`config.mk`:
```
export PLATFORM = sky130hd
export DESIGN_NAME = clr_ld_counter
export DESIGN_NICKNAME = d
export VERILOG_FILES = /design/src/rtl/clr_ld_counter.sv
export SDC_FILE = /design/constraint.sdc
export NUM_CORES = 1
export LEC_CHECK = 0
export ABC_AREA = 1
export BUFFER_PORTS_ARGS = -buffer_cell sky130_fd_sc_hd__buf_2
export CAP_MARGIN = 15
export CORE_AREA = 2 2 39 41
export DETAILED_ROUTE_END_ITERATION = 10
export DIE_AREA = 0 0 41 43
export GPL_TIMING_DRIVEN = 0
export PLACE_DENSITY_LB_ADDON = 0.15
export SLEW_MARGIN = 20
export SYNTH_ARGS = -nofsm -noshare
export SYNTH_HDL_FRONTEND = slang
export SYNTH_SLANG_ARGS = --single-unit
```
`constraint.sdc`:
```
create_clock -name clk -period 3.7 [get_ports clk]
set_clock_uncertainty 0.1 [all_clocks]
set_input_delay 0.37 -clock clk [delete_from_list [all_inputs] [get_ports clk]]
set_output_delay 0.37 -clock clk [all_outputs]
set_load 0.02 [all_outputs]
```
`src/rtl/clr_ld_counter.sv`:
```
module clr_ld_counter #(
  parameter int W       = 4,
  parameter int UP_STEP = 3,
  parameter int DN_STEP = 1
) (
  input  logic         clk,
  input  logic         clear_n,
  input  logic         load,
  input  logic [W-1:0] din,
  input  logic         step_up,
  output logic [W-1:0] count
);

  localparam logic [W-1:0] ZERO = '0;
  localparam logic [W-1:0] INC  = W'(UP_STEP);
  localparam logic [W-1:0] DEC  = W'(DN_STEP);

  logic [W-1:0] stepped;
  logic [W-1:0] nxt;

  assign stepped = step_up ? count + INC : count - DEC;

  always_comb begin
    if (!clear_n)  nxt = ZERO;
    else if (load) nxt = din;
    else           nxt = stepped;
  end

  always_ff @(posedge clk) count <= nxt;

endmodule

```
Word level (Yosys, flattened, before mapping). Cells that the tools add are included.

Output and inout bits: 4. Bits in registers: 4. Word-level logic and storage cells: 5. Input bits: 8.

Mux-type cells: 2. Add/subtract/negate cells: 2.

Operators with widths (count): $mux 4 (2); $add 4x2->4 const B (1); $sub 4x1->4 const B (1).

Longest topological paths before layout. Gate-level depths: netlist (run 1).

Depth after elaboration: 3. Depth in mapped cells: 8. Mapped depth without buffers: 8.

Least setup slack after synthesis (run 1). OpenSTA, ideal clock, no wires.

Kind: flip-flop to flip-flop. Start point: register count[2]. End point: register count[3]. Arrival time: 1.123 ns. Setup time: 0.109 ns. Cell stages (with the launch flop): 8. Path slack: 2.368 ns. Period minus slack after synthesis: 1.332 ns. Data required time: 3.491 ns. Path buffers: 0. Path through: dfxtp_1 -> ha_1 -> a21oi_1 -> nand2_1 -> nand2_1 -> nand3_1 -> nand2_1 -> inv_1.

Longest elaborated chain between the ends: 3. Elaborated cells between the ends (all ways): 4. Classes of those cells: 2 x add/sub; 2 x mux.

RTL lines: from (decl) (RTL line 11) `output logic [W-1:0] count`; from (signal assigned) (RTL line 29) `always_ff @(posedge clk) count <= nxt;`; $sub 4x1->4 / $add 4x2->4 (equally long branches) (RTL line 21) `assign stepped = step_up ? count + INC : count - DEC;`; $mux 4 (*) (RTL line 21); $mux 4 (*) (RTL line 25) `else if (load) nxt = din;`.

Every way passes the cells marked *; elsewhere a longest branch is shown, timed or not. A chain may end at the register's enable or synchronous reset.

Worst setup path after layout (run 1). Same ends and word-level chain as after synthesis.

==> results.json, run 1 <==
{
  "status": "completed",
  "final_cell_mix": "11 x buf_2, 7 x inv_1, 6 x nand2_1, 4 x nor2_1, 4 x dfxtp_1",
  "pwr-share-comb_pct": 25.1,
  "cts-buffers-inserted": 3,
  "ir_drop_uv": 91.20,
  "internal_power_w": 0.00009906,
  "cap_violations": 0,
  "wl_per_cell_um": 7.677,
  "core_mm2": 0.001384,
  "worstPathMaxFanout": 3,
  "dp_hpwl_um": 408.6,
  "synth_mux_area_share_pct": 0,
  "powerDensity_mw_per_mm2": 429.9,
  "grt.overflow.total": 0,
  "setup_tns_ns": 0,
  "synthAdderAreaFrac_pct": 10.87,
  "nets": 61,
  "gp_congestion": 0.6286,
  "synthesis.area_um2": 230.2,
  "post_cts_buffers": 0,
  "cp_data_required_time_ns": 3.73,
  "post_cts_resized": 0,
  "root_buffer": "clkbuf_4",
  "clockBufferDepth": 2,
  "r2r_cells": 7,
  "final_common_cell": "buf_2",
  "cts_tree": "yes",
  "die_y_um": 43,
  "hold_depth": 3,
  "reg.largest.list": "count (4)",
  "firstDrtPassIters": 2,
  "synthSimpleGateAreaFrac_pct": 22.83,
  "synth_seq_cells": 4,
  "antenna_found_initial": 0,
  "worstMarginPinSlew_ns": 0.1586,
  "drc": 0,
  "top_register": "count",
  "period_share_pct": 34.04,
  "critPathKind": "reg2reg",
  "initial_core_util_pct": 16.64,
  "netlist_top_cells_area": "dfxtp_1 35%, inv_1 11%, ha_1 11%, nand2_1 9.8%, a21oi_1 6.5%",
  "synth_compound_area_share_pct": 13.04,
  "io_buffers": 11,
  "cts_hold_buffers": 0,
  "yosysTopAreaCell": "dfxtp_1",
  "clock_latency_ns": 0.23,
  "end_kind": "flop",
  "numClockSinks": 4,
  "die_area_mm2": 0.001763,
  "vias": 239,
  "pwr-share-seq_pct": 35.7,
  "slew_viol_final": 0,
  "grt_usage_pct": 6.520,
  "ys_warn_count": 0,
  "drt-total-wl_um": 499,
  "num_rows": 14,
  "setup_violations": 0,
  "ys_types": 11,
  "syn_to_final_growth_pct": 42.39,
  "layout-drive-gt1-share_pct": 32.65,
  "grt_max_degree": 8,
  "synth_top_area_share_pct": 34.78,
  "drt-initial-drc-count": 1,
  "dieWidth_um": 41,
  "io_pins": 12,
  "startpoint_type": "flop",
  "fin_util_pct": 23.69,
  "synthXorXnorAreaFrac_pct": 3.804,
  "arrival_ns": 1.29,
  "fillCellCount": 156,
  "vias_per_cell": 3.677,
  "grt_pass1_vias": 179,
  "fmax_mhz": 794.0,
  "rsz0062_at_grt": "no",
  "synth-seq-area-share_pct": 34.78,
  "slew_headroom_pct": 89.43,
  "p_switching_w": 0.00004188,
  "hold_class": "in2reg",
  "power_frac_clock_pct": 39.2,
  "whs_ns": 0.2568,
  "htreeDepth": 1,
  "hold_viol_final": 0,
  "clk_pin_slew_ns": 0.04,
  "syn_inst": 35,
  "switching_share_pct": 29.71,
  "syn_avg_cell_area_um2": 6.578,
  "antennaDiodeCount": 0,
  "synth_top_family_by_area": "simple AND/OR/NAND/NOR gates",
  "p_leak_nw": 0.1928,
  "syn-num-nets": 45,
  "grt_pass1_wl_um": 696,
  "final.min_clock_period_ns": 1.259,
  "ant_nets": 0,
  "largest_reg_flops": 4
}
-- power by group through the flow --
stage | clock network [W] | logic [W] | registers, W
finish | 0.0000552 | 0.0000354 | 0.0000504
global route | 0.0000602 | 0.0000392 | 0.0000511
CTS | 0.0000592 | 0.0000360 | 0.0000505
detailed placement | 0 | 0.0000359 | 0.0000512
global placement | 0 | 0.0000357 | 0.0000513
floorplan | 0 | 0.0000192 | 0.0000561
-- logic make-up (layout without fill, tap and decap cells) --
logic type	after synthesis	after routing
compound gates	6	6
flops	4	4
buf+inv	9	23
fa+ha+maj	2	2
xor+xnor	1	1
simple gates	13	13
-- per-layer routing --
| layer | vias up | track usage [%] | part of all wire [%] |
|---|---|---|---|
| met5 | - | 0 | 0 |
| met4 | 0 | 8.000 | 1.0 |
| met3 | 2 | 3.141 | 9.8 |
| met2 | 9 | 6.875 | 41 |
| met1 | 93 | 8.013 | 48 |
| li1 | 135 | - | - |
-- synthesized netlist by cell type --
| cell type | count |
|---|---|
| a21oi_1 | 3 |
| dfxtp_1 | 4 |
| ha_1 | 2 |
| inv_1 | 7 |
| inv_2 | 2 |
| nand2_1 | 6 |
| nand3_1 | 3 |
| nor2_1 | 4 |
| o21ai_0 | 2 |
| o21ai_1 | 1 |
| xnor2_1 | 1 |
-- cell type report --
cell class	count	area, um2	share of cell area (%)
repair buffers	11	55.05	16.79
well taps	16	20.02	6.107
multi-input cells	22	116.4	35.50
inverters	9	33.78	10.31
clock buffers	3	22.52	6.870
flip-flops and latches	4	80.08	24.43
-- worst paths after layout --
kind             from        to  slack [ns]
max          count[2]  count[3]        2.44
min              load  count[2]        0.26
max reg2reg  count[2]  count[3]        2.44
min reg2reg  count[0]  count[0]        0.39
-- per-stage QoR --
step	cells	power, W	area (um2)	setup slack, ns
after floorplan	35	0.00007531	230.2	2.368
after global placement	62	0.00008693	305.3	2.200
after detailed placement	62	0.00008713	305.3	2.211
after CTS	65	0.0001456	327.8	2.433
after global routing	65	0.0001504	327.8	2.365
final	65	0.0001409	327.8	2.441
-- worst max-delay path, stage by stage (launching register included) --
cell     delay [ns]
dfxtp_1        0.30
ha_1           0.31
a21oi_1        0.18
nand2_1        0.07
nand2_1        0.06
nand3_1        0.06
nand2_1        0.06
inv_1          0.03
(Power assumes the default switching activity.)
==> run 2: changes to the inputs <==
==> constraint.sdc (replaced) <==
create_clock -name clk -period 1.2 [get_ports clk]
set_clock_uncertainty 0.1 [all_clocks]
set_input_delay 0.12 -clock clk [delete_from_list [all_inputs] [get_ports clk]]
set_output_delay 0.12 -clock clk [all_outputs]
set_load 0.02 [all_outputs]
==> run 2 against run 1 <==
Compared with the run above: first-iteration DRC count shrank 100%; worst hold slack lost 0.25 ns; critical path depth shrank 1; via count shrank 1.3%; global-route usage grew 1.0 points; non-clock buffer count is the same; worst setup slack lost 2.4 ns; core utilization grew 1.4 points; die area is the same; routed wire length shrank 3.0%; flip-flop and latch count is the same; highest routed layer unchanged.
==> results.json, run 2 (synthesized netlist as in run 1, its figures left out) <==
{
  "status": "completed",
  "path_buf_inv": 1,
  "io_buffers": 11,
  "ir_drop_uv": 336.6,
  "hold_depth": 3,
  "antenna_found_initial": 0,
  "critPathSlowestCell": "dfxtp_2",
  "grt_usage_pct": 7.523,
  "grt_pass1_vias": 199,
  "firstDrtPassIters": 1,
  "wl_met2_um": 203,
  "cap_violations": 0,
  "top_layer_used": "met4",
  "powerDensity_mw_per_mm2": 1294,
  "cts-buffers-inserted": 3,
  "cts_tree": "yes",
  "grt_max_degree": 8,
  "slew_headroom_pct": 90.90,
  "pwr-share-seq_pct": 35.4,
  "dp_hpwl_um": 396.5,
  "end_kind": "flop",
  "clock_latency_ns": 0.24,
  "wl_met1_um": 226,
  "worstPathMaxFanout": 3,
  "final_common_cell": "buf_2",
  "syn_to_final_growth_pct": 51.09,
  "r2r_cells": 6,
  "setup_violations": 0,
  "rrSetupSlack_ns": 0.06,
  "internal_power_w": 0.0003150,
  "grt_pass1_wl_um": 779,
  "num_rows": 14,
  "slowest_delay_ns": 0.32,
  "switching_share_pct": 30.03,
  "initial_core_util_pct": 16.64,
  "top_register": "count",
  "numClockSinks": 4,
  "gp_congestion": 0.7050,
  "largest_reg_flops": 4,
  "clk_pin_slew_ns": 0.04,
  "final.min_clock_period_ns": 1.140,
  "startpoint_type": "flop",
  "fmax_mhz": 877.5,
  "place_area_um2": 324.1,
  "period_share_pct": 94.97,
  "cp_data_required_time_ns": 1.24,
  "dp_cells": 62,
  "drc": 0,
  "io_pins": 12,
  "cpMostUsedCell": "nand3_1",
  "crit_cells": 6,
  "wl_met3_um": 46,
  "pre_cts_ws_ns": 0.04658,
  "clockBufferDepth": 2,
  "antennaDiodeCount": 0,
  "p_leak_nw": 0.1936,
  "reg.largest.list": "count (4)",
  "wl_per_cell_um": 7.446,
  "fin_cells": 65,
  "worstMarginPinSlew_ns": 0.1351,
  "slew_viol_final": 0,
  "vias": 236,
  "cp_cell_sequence": "ha_4 > nand3_1 > nand3_1 > nand3_1 > nand2_1 > inv_1",
  "grt.overflow.total": 0,
  "core_mm2": 0.001384,
  "die_area_mm2": 0.001763,
  "arrival_ns": 1.18,
  "final_cell_mix": "11 x buf_2, 7 x inv_1, 6 x nand2_1, 4 x nor2_1",
  "root_buffer": "clkbuf_4",
  "setup_ws_ns": 0.06038,
  "critPathKind": "reg2reg",
  "rsz0062_at_grt": "yes",
  "hold_viol_final": 0,
  "p_switching_w": 0.0001351,
  "drt-total-wl_um": 484,
  "power_frac_clock_pct": 38.6,
  "finalInstanceArea_um2": 347.8,
  "layout-drive-gt1-share_pct": 42.86,
  "dieWidth_um": 41,
  "finalPower_w": 0.0004501,
  "vias_per_cell": 3.631,
  "pwr-share-comb_pct": 25.9,
  "htreeDepth": 1,
  "ant_nets": 0,
  "crit_family": "flip-flops",
  "drt-initial-drc-count": 0,
  "hold_class": "in2reg",
  "nets": 61,
  "die_y_um": 43
}
## run 2: cell counts in the layout (fill, tap and decap cells not counted)
Identical to the previous run, type by type.
## run 2: worst reg2reg max path, cell delays in order, from the launching register on
cell and delay, ns:
dfxtp_2 0.32, ha_4 0.28, nand3_1 0.09, nand3_1 0.09, nand3_1 0.07, nand2_1 0.06, inv_1 0.03
## run 2: path summary, 6_finish.rpt
path,end,start
max,count[3],count[2]
min,count[2],load
max reg2reg,count[3],count[2]
min reg2reg,count[0],count[0]
## run 2: power groups by stage
stage / sequential [W] / clock [W] / combinational [W]
2_1_floorplan: 0.000177 / 0 / 0.0000680
3_3_place_gp: 0.000162 / 0 / 0.000119
3_5_place_dp: 0.000162 / 0 / 0.000119
4_1_cts: 0.000160 / 0.000179 / 0.000119
5_1_grt: 0.000161 / 0.000197 / 0.000134
6_report: 0.000160 / 0.000174 / 0.000117
## run 2: repair_timing
item                       in CTS  in global routing
buffers inserted                0                  0
setup endpoints to repair       0                  2
hold buffers                    0                  0
resized for setup               0                  1
## run 2: layout make-up
type / count / area [um2]
fill: 159 / 1036
timing repair buffer: 11 / 55.05
multi-input combinational: 22 / 132.6
tap: 16 / 20.02
inverter: 9 / 33.78
sequential: 4 / 83.83
clock buffer: 3 / 22.52
## run 2: routing by layer
layer	vias to the layer above	GRT usage (%)
li1	135	-
met1	91	8.654
met2	8	7.500
met3	2	4.712
met4	0	10.00
met5	-	0
## run 2: per-stage QoR
stage | hold WS, ns | TNS (ns) | utilization, %
floorplan | 0.1315 | 0 | -
global placement | 0.2504 | 0 | 23.42
detailed placement | 0.2476 | 0 | 23.42
CTS | 0.002077 | 0 | 25.05
global route | 0.02953 | -0.01931 | 25.14
finish | 0.007621 | 0 | 25.14
